==> config.mk <==
export PLATFORM = sky130hd
export DESIGN_NAME = stream_frame_monitor
export DESIGN_NICKNAME = d
export VERILOG_FILES = /design/src/rtl/frame_mon_pkg.sv /design/src/rtl/frame_rule_eval.sv /design/src/rtl/frame_err_latch.sv /design/src/rtl/frame_counters.sv /design/src/rtl/stream_frame_monitor.sv
export SDC_FILE = /design/constraint.sdc
export NUM_CORES = 1
export LEC_CHECK = 0
export BUFFER_PORTS_ARGS = -buffer_cell sky130_fd_sc_hd__buf_2
export CAP_MARGIN = 5
export CORE_MARGIN = 4
export CORE_UTILIZATION = 42
export DETAILED_ROUTE_END_ITERATION = 10
export MAX_ROUTING_LAYER = met4
export PLACE_DENSITY = 0.66
export SKIP_CTS_REPAIR_TIMING = 1
export SYNTH_ARGS = -nofsm -noshare
export SYNTH_HDL_FRONTEND = slang
export SYNTH_SLANG_ARGS = --single-unit
==> constraint.sdc <==
create_clock -name clk_i -period 2.1 [get_ports clk_i]
set_input_delay 0.42 -clock clk_i [delete_from_list [all_inputs] [get_ports clk_i]]
set_output_delay 0.42 -clock clk_i [all_outputs]
set_load 0.01 [all_outputs]
==> src/rtl/frame_mon_pkg.sv <==
`timescale 1ns/1ps
package frame_mon_pkg;
  localparam int RULE_N = 3;
  localparam int RULE_NOT_FULL = 0;
  localparam int RULE_GAP      = 1;
  localparam int RULE_EMPTY    = 2;

  typedef enum logic [1:0] {
    CODE_NONE     = 2'd0,
    CODE_NOT_FULL = 2'd1,
    CODE_GAP      = 2'd2,
    CODE_EMPTY    = 2'd3
  } err_code_e;
endpackage

==> src/rtl/frame_rule_eval.sv <==
`timescale 1ns/1ps
module frame_rule_eval
  import frame_mon_pkg::*;
#(
  parameter int KEEP_W = 8,
  localparam int NB_W = $clog2(KEEP_W + 1)
) (
  input  logic                  beat_i,
  input  logic                  last_i,
  input  logic [KEEP_W-1:0]     keep_i,
  output logic [RULE_N-1:0]     viol_o,
  output err_code_e             code_o,
  output logic [NB_W-1:0]       nbytes_o
);
  logic full, empty, packed_lsb;
  logic [KEEP_W-1:0] keep_inc;

  assign keep_inc   = keep_i + KEEP_W'(1);
  assign full       = &keep_i;
  assign empty      = (keep_i == '0);
  // ones run from bit 0: adding one clears every set bit
  assign packed_lsb = ((keep_i & keep_inc) == '0);

  assign viol_o[RULE_NOT_FULL] = beat_i & ~last_i & ~full;
  assign viol_o[RULE_GAP]      = beat_i &  last_i & ~empty & ~packed_lsb;
  assign viol_o[RULE_EMPTY]    = beat_i &  last_i &  empty;

  always_comb begin
    if (viol_o[RULE_EMPTY])         code_o = CODE_EMPTY;
    else if (viol_o[RULE_GAP])      code_o = CODE_GAP;
    else if (viol_o[RULE_NOT_FULL]) code_o = CODE_NOT_FULL;
    else                            code_o = CODE_NONE;
  end

  always_comb begin
    nbytes_o = '0;
    for (int i = 0; i < KEEP_W; i++) nbytes_o = nbytes_o + NB_W'(keep_i[i]);
  end


  always_comb begin
    packed_last_ok_chk: assert (!(beat_i && last_i && full) || viol_o == '0);
  end
endmodule

==> src/rtl/frame_err_latch.sv <==
`timescale 1ns/1ps
module frame_err_latch
  import frame_mon_pkg::*;
(
  input  logic              clk_i,
  input  logic              rst_ni,
  input  logic              clear_i,
  input  logic [RULE_N-1:0] viol_i,
  input  err_code_e         code_i,
  output logic [RULE_N-1:0] flags_o,
  output err_code_e         code_o
);
  logic [RULE_N-1:0] flags_q;
  err_code_e         code_q;

  always_ff @(posedge clk_i or negedge rst_ni) begin
    if (!rst_ni) begin
      flags_q <= '0;
      code_q  <= CODE_NONE;
    end else if (clear_i) begin
      flags_q <= '0;
      code_q  <= CODE_NONE;
    end else begin
      flags_q <= flags_q | viol_i;
      if (code_q == CODE_NONE) code_q <= code_i;
    end
  end

  assign flags_o = flags_q;
  assign code_o  = code_q;


  flag_sticky_chk: assert property (@(posedge clk_i) disable iff (!rst_ni)
    !clear_i |=> ((flags_q & $past(flags_q)) == $past(flags_q)));

  code_hold_chk: assert property (@(posedge clk_i) disable iff (!rst_ni)
    (!clear_i && code_q != CODE_NONE) |=> $stable(code_q));

  code_capture_chk: assert property (@(posedge clk_i) disable iff (!rst_ni)
    (!clear_i && code_q == CODE_NONE && viol_i != '0) |=> code_q != CODE_NONE);

  err_clear_chk: assert property (@(posedge clk_i) disable iff (!rst_ni)
    clear_i |=> (flags_q == '0 && code_q == CODE_NONE));
endmodule

==> src/rtl/frame_counters.sv <==
`timescale 1ns/1ps
module frame_counters #(
  parameter int CNT_W = 32,
  parameter int NB_W  = 4
) (
  input  logic             clk_i,
  input  logic             rst_ni,
  input  logic             clear_i,
  input  logic             beat_i,
  input  logic             last_i,
  input  logic [NB_W-1:0]  nbytes_i,
  output logic [CNT_W-1:0] beat_cnt_o,
  output logic [CNT_W-1:0] pkt_cnt_o,
  output logic [CNT_W-1:0] byte_cnt_o
);
  logic [CNT_W-1:0] beat_q, pkt_q, byte_q;

  always_ff @(posedge clk_i or negedge rst_ni) begin
    if (!rst_ni) begin
      beat_q <= '0;
      pkt_q  <= '0;
      byte_q <= '0;
    end else if (clear_i) begin
      beat_q <= '0;
      pkt_q  <= '0;
      byte_q <= '0;
    end else if (beat_i) begin
      beat_q <= beat_q + CNT_W'(1);
      pkt_q  <= pkt_q + CNT_W'(last_i);
      byte_q <= byte_q + CNT_W'(nbytes_i);
    end
  end

  assign beat_cnt_o = beat_q;
  assign pkt_cnt_o  = pkt_q;
  assign byte_cnt_o = byte_q;


  idle_stable_chk: assert property (@(posedge clk_i) disable iff (!rst_ni)
    (!clear_i && !beat_i) |=> ($stable(beat_q) && $stable(pkt_q) && $stable(byte_q)));

  beat_step_chk: assert property (@(posedge clk_i) disable iff (!rst_ni)
    (!clear_i && beat_i) |=> beat_q == $past(beat_q) + CNT_W'(1));

  cnt_clear_chk: assert property (@(posedge clk_i) disable iff (!rst_ni)
    clear_i |=> (beat_q == '0 && pkt_q == '0 && byte_q == '0));
endmodule

==> src/rtl/stream_frame_monitor.sv <==
`timescale 1ns/1ps
module stream_frame_monitor
  import frame_mon_pkg::*;
#(
  parameter int KEEP_W = 8,
  parameter int CNT_W  = 32
) (
  input  logic              clk_i,
  input  logic              rst_ni,
  input  logic              clear_i,
  input  logic              valid_i,
  input  logic              ready_i,
  input  logic              last_i,
  input  logic [KEEP_W-1:0] keep_i,
  output logic              err_o,
  output logic [2:0]        err_flags_o,
  output logic [1:0]        err_code_o,
  output logic [CNT_W-1:0]  beat_cnt_o,
  output logic [CNT_W-1:0]  pkt_cnt_o,
  output logic [CNT_W-1:0]  byte_cnt_o
);
  localparam int NB_W = $clog2(KEEP_W + 1);

  logic              beat;
  logic [RULE_N-1:0] viol;
  err_code_e         code_d, code_q;
  logic [NB_W-1:0]   nbytes;
  logic [RULE_N-1:0] flags;

  assign beat = valid_i & ready_i;

  frame_rule_eval #(.KEEP_W(KEEP_W)) u_eval (
    .beat_i   (beat),
    .last_i   (last_i),
    .keep_i   (keep_i),
    .viol_o   (viol),
    .code_o   (code_d),
    .nbytes_o (nbytes)
  );

  frame_err_latch u_latch (
    .clk_i   (clk_i),
    .rst_ni  (rst_ni),
    .clear_i (clear_i),
    .viol_i  (viol),
    .code_i  (code_d),
    .flags_o (flags),
    .code_o  (code_q)
  );

  frame_counters #(.CNT_W(CNT_W), .NB_W(NB_W)) u_cnt (
    .clk_i      (clk_i),
    .rst_ni     (rst_ni),
    .clear_i    (clear_i),
    .beat_i     (beat),
    .last_i     (last_i),
    .nbytes_i   (nbytes),
    .beat_cnt_o (beat_cnt_o),
    .pkt_cnt_o  (pkt_cnt_o),
    .byte_cnt_o (byte_cnt_o)
  );

  assign err_flags_o = flags;
  assign err_code_o  = code_q;
  assign err_o       = |flags;


  err_summary_chk: assert property (@(posedge clk_i) disable iff (!rst_ni)
    $rose(err_o) |-> $past(beat));
endmodule

==> flow_summary.rst <==
.. list-table::
   :header-rows: 1

   * - Metric
     - Value
   * - Tightest Pin Transition
     - between 0.5 and 0.6 ns
   * - Nets
     - around 780
   * - Antenna Diode Count
     - 0
   * - Warning count from the yosys run
     - 0
   * - Number of violations reported at the end of detailed-routing iteration 0
     - 250
   * - Min cycle time layout
     - approximately 3.6 ns
   * - Worst clock skew
     - approximately 0.015 ns
   * - Width of the die
     - approximately 120 µm
   * - Highest ir drop seen on vdd
     - approximately 0.00054 V
   * - Power per cell area
     - 592 mW/mm²
   * - RSZ-0062 raised after global routing
     - true
   * - Pin count of the biggest net entering global routing
     - 55
   * - Number of global-route vias before repair
     - roughly 5,000
   * - Clock tree from TritonCTS
     - yes
   * - Worst path max stage delay
     - ~0.48 ns
   * - Final number of max-transition violations
     - 0
   * - Vertical extent of the die
     - 124 µm
   * - Final routed wirelength across all metal layers
     - 14,500 µm
   * - Cells along the critical path
     - buf_8, inv_8, ha_4, inv_2, fa_1, fa_1, fa_2, fa_2, fa_2, nand2b_4, a211oi_4, buf_12, nand4_1, xor2_1, nor2_1
   * - Fill count
     - between 1,000 and 1,500
   * - Number of synthesized flops with an enable pin
     - 0
   * - Fraction of final layout cells sized beyond drive strength 1
     - between 20 and 30%
   * - Post-synth top area share
     - ~45%
   * - Ys flop type
     - sky130_fd_sc_hd__dfrtp_1
   * - Clock Sinks
     - about 100
   * - Via-to-Cell Ratio
     - 5.37
   * - Synth area leader
     - sky130_fd_sc_hd__dfrtp_1
   * - Count of standard-cell rows
     - between 40 and 50
   * - Violated checks
     - negative setup slack
   * - CTS clock-pin slew for the worst setup and hold paths
     - 0.07 ns
   * - Port bufs
     - between 100 and 150
   * - Syn Nets
     - about 640
   * - Required arrival time at the worst endpoint
     - ~2.3 ns
   * - Worst min-delay path category
     - input port to flop
   * - Drt drc
     - 0
   * - Worst Path Class, Setup
     - input port to flop
   * - Proportion of synthesized chip area in sequential cells
     - a little under half
   * - Placed wire-length estimate after detailed placement
     - between 10,000 and 15,000 µm
   * - Final global-route overflow total
     - 0
   * - Critical Path Source Type
     - input port
   * - Total clock buffers created by CTS
     - 9
   * - Ys async rst share
     - 100%
   * - H-tree levels
     - 3
   * - Number of routed nets with antenna violations
     - 0
   * - Root Buffer Master
     - sky130_fd_sc_hd__clkbuf_16
   * - Final setup violation count
     - 32
   * - Number of I/O pins
     - between 100 and 150
   * - Number of synthesized register bits
     - around 100
   * - Synth unique cells
     - 48
   * - Initial Utilization
     - a little over two fifths
   * - Initial antenna violation count
     - 0
   * - Overall power after layout
     - between 4 and 5 mW
   * - Final Hold Viols
     - 0
   * - Min setup slack post-route
     - -1.54 ns
   * - Max-capacitance violation count
     - 0
   * - Global-route wire length before repair
     - 24,200 µm
   * - Overall Global Routing Usage
     - roughly a fifth
   * - Leakage dissipation
     - between 3 and 4 nW
   * - Slew Limit Headroom
     - roughly 64%
   * - Post-synthesis area per instance
     - roughly 9.2 µm²
   * - Master of the slowest instance on the critical path
     - sky130_fd_sc_hd__fa_1
   * - Overall via count from detail_route
     - ~5,000
   * - Synth Cell Area
     - ~0.0056 mm²
   * - Worst-case clock buffer depth
     - 2
   * - Main area contributors after synthesis
     - sky130_fd_sc_hd__dfrtp_1, sky130_fd_sc_hd__xor2_1, sky130_fd_sc_hd__nor2_1
   * - Status
     - finished with violations
   * - Gate count of the mapped netlist
     - a little over 600
   * - Placeable core region
     - roughly 0.013 mm²
   * - Highest achievable clock rate
     - 274 MHz
   * - Share of the cycle needed by the critical path after routing
     - 174%
   * - Clock network latency to the later pin of the worst-skew pair
     - about 0.36 ns
   * - Cell repeated most along the worst path
     - sky130_fd_sc_hd__fa_2
   * - Layout overhead on the synthesized area
     - 27.8%
   * - CP Max Fanout
     - 7
   * - Worst Path Arrival
     - 3.85 ns
   * - Critical path capture point type
     - flop
   * - Floorplan die area
     - roughly 0.015 mm²
   * - Global placer's final weighted congestion
     - about 0.85
   * - First drt pass iteration count
     - 4
   * - Average wire length per cell after detail routing
     - 15.6 µm
   * - Final design utilization
     - between 50 and 60%
==> power breakdown <==
part | switching [mW] | internal [mW]
Combinational | 0.298 | 0.237
Clock | 0.756 | 0.963
Sequential | 0.0216 | 1.96
Total | 1.08 | 3.16
==> routing by layer <==
layer / vias to the layer above / routed length [µm] / GRT usage (%)
met4: 0 / 182 / 5.81
met5: - / 0 / -
met1: 2439 / 6250 / 26.3
met3: 18 / 874 / 4.48
met2: 146 / 7200 / 32.6
li1: 2392 / - / -
==> flip-flops by register name, summed over array words and instances, names as in the netlist <==
register	cells
u_latch.flags_o	3
u_cnt.beat_cnt_o	32
u_latch.code_o	2
u_cnt.byte_cnt_o	32
u_cnt.pkt_cnt_o	32
==> worst max-delay path, delay by kind of cell <==
kind | cells | cell delay (ns)
adder cells (fa/ha/maj) | 6 | 2.36
AND/OR/NAND/NOR | 3 | 0.35
AO/OA/AOI/OAI | 1 | 0.26
XOR/XNOR | 1 | 0.16
buffers and inverters | 4 | 0.31
==> cells by family after synthesis <==
family                     Yosys count  synth area share [%]
and+or+nand+nor                    313                  29.5
DFF                                101                  45.1
xor gates and xnor gates            79                  12.3
buffers and inverters               49                  3.57
AOI/OAI and AO/OA                   46                  4.82
adders and majority gates           17                  4.47
muxes                                1                 0.201
==> layout make-up <==
cell class                      instances  area [µm²]  share of cell area, %
Sequential cell                       101        2530                   35.3
Multi-Input combinational cell        456        3030                   42.3
Clock buffer                           10         239                   3.34
Tap cell                              172         215                   3.01
Timing Repair Buffer                  158         967                   13.5
Inverter                               27         116                   1.63
Clock inverter                          6        67.6                  0.944
==> final timing paths <==
kind,cells past startpoint,startpoint,slack (ns),end
worst max-delay path,15,keep_i[1],-1.54,u_cnt.byte_cnt_o[24]
worst min-delay path,3,last_i,0.43,u_latch.flags_o[1]
worst max register to register,9,u_cnt.byte_cnt_o[0],0.04,u_cnt.byte_cnt_o[24]
worst min register to register,2,u_cnt.byte_cnt_o[31],0.54,u_cnt.byte_cnt_o[31]
max in group asynchronous,3,rst_ni,0.92,u_cnt.byte_cnt_o[27]
min in group asynchronous,2,rst_ni,0.49,u_cnt.pkt_cnt_o[8]
==> cell usage after synthesis (all sizes together) (2+ instances only) <==
cell and number:
inv 27, o21ai 10, a21oi 23, a21o 3
nand4 48, nor3 19, a211oi 2, ha 12
nand3 31, clkbuf 12, or3 8, and3 11
nand2 47, xnor2 36, dfrtp 101, nor2 94
xor2 43, or2 3, nor2b 3, and2 8
buf 10, nand2b 5, nor4 21, or4 3
and4 10, fa 5
==> placed cells by master (no fill, tap or decap), types with 3 or more instances in the layout <==
cell | Yosys | routed
sky130_fd_sc_hd__buf_2 | 7 | 111
sky130_fd_sc_hd__dfrtp_1 | 101 | 101
sky130_fd_sc_hd__nor2_1 | 94 | 92
sky130_fd_sc_hd__nand4_1 | 48 | 48
sky130_fd_sc_hd__nand2_1 | 47 | 46
sky130_fd_sc_hd__xor2_1 | 43 | 41
sky130_fd_sc_hd__buf_4 | 0 | 40
sky130_fd_sc_hd__xnor2_1 | 36 | 34
sky130_fd_sc_hd__nand3_1 | 29 | 26
sky130_fd_sc_hd__inv_1 | 27 | 24
sky130_fd_sc_hd__a21oi_1 | 23 | 20
sky130_fd_sc_hd__nor3_1 | 18 | 18
sky130_fd_sc_hd__nor4_1 | 14 | 14
sky130_fd_sc_hd__and4_1 | 10 | 10
sky130_fd_sc_hd__and3_1 | 10 | 10
sky130_fd_sc_hd__o21ai_0 | 9 | 9
sky130_fd_sc_hd__ha_1 | 12 | 9
sky130_fd_sc_hd__clkbuf_16 | 0 | 9
sky130_fd_sc_hd__and2_1 | 8 | 8
sky130_fd_sc_hd__or3_1 | 8 | 8
sky130_fd_sc_hd__nor4_2 | 6 | 6
sky130_fd_sc_hd__nand2b_1 | 5 | 4
sky130_fd_sc_hd__nand3_2 | 2 | 4
sky130_fd_sc_hd__nor2b_1 | 3 | 3
sky130_fd_sc_hd__a21oi_2 | 0 | 3
sky130_fd_sc_hd__a21o_1 | 3 | 3
sky130_fd_sc_hd__fa_2 | 0 | 3
sky130_fd_sc_hd__ha_4 | 0 | 3
sky130_fd_sc_hd__buf_12 | 0 | 3
==> per-stage QoR <==
step / TNS, ns / setup slack, ns / instances / instance area, µm² / hold slack (ns)
after floorplan: -48.63 / -1.72 / 606 / 5690 / 0.124
after global placement: -57.89 / -1.95 / 908 / 6700 / 0.305
after detailed placement: -59.55 / -2.00 / 908 / 6700 / 0.310
after CTS: -47.91 / -1.65 / 924 / 7000 / -0.0746
after global routing: -49.34 / -1.68 / 930 / 7160 / 0.479
final: -44.79 / -1.54 / 930 / 7160 / 0.430
No activity file was read; power rests on OpenSTA's default activity.
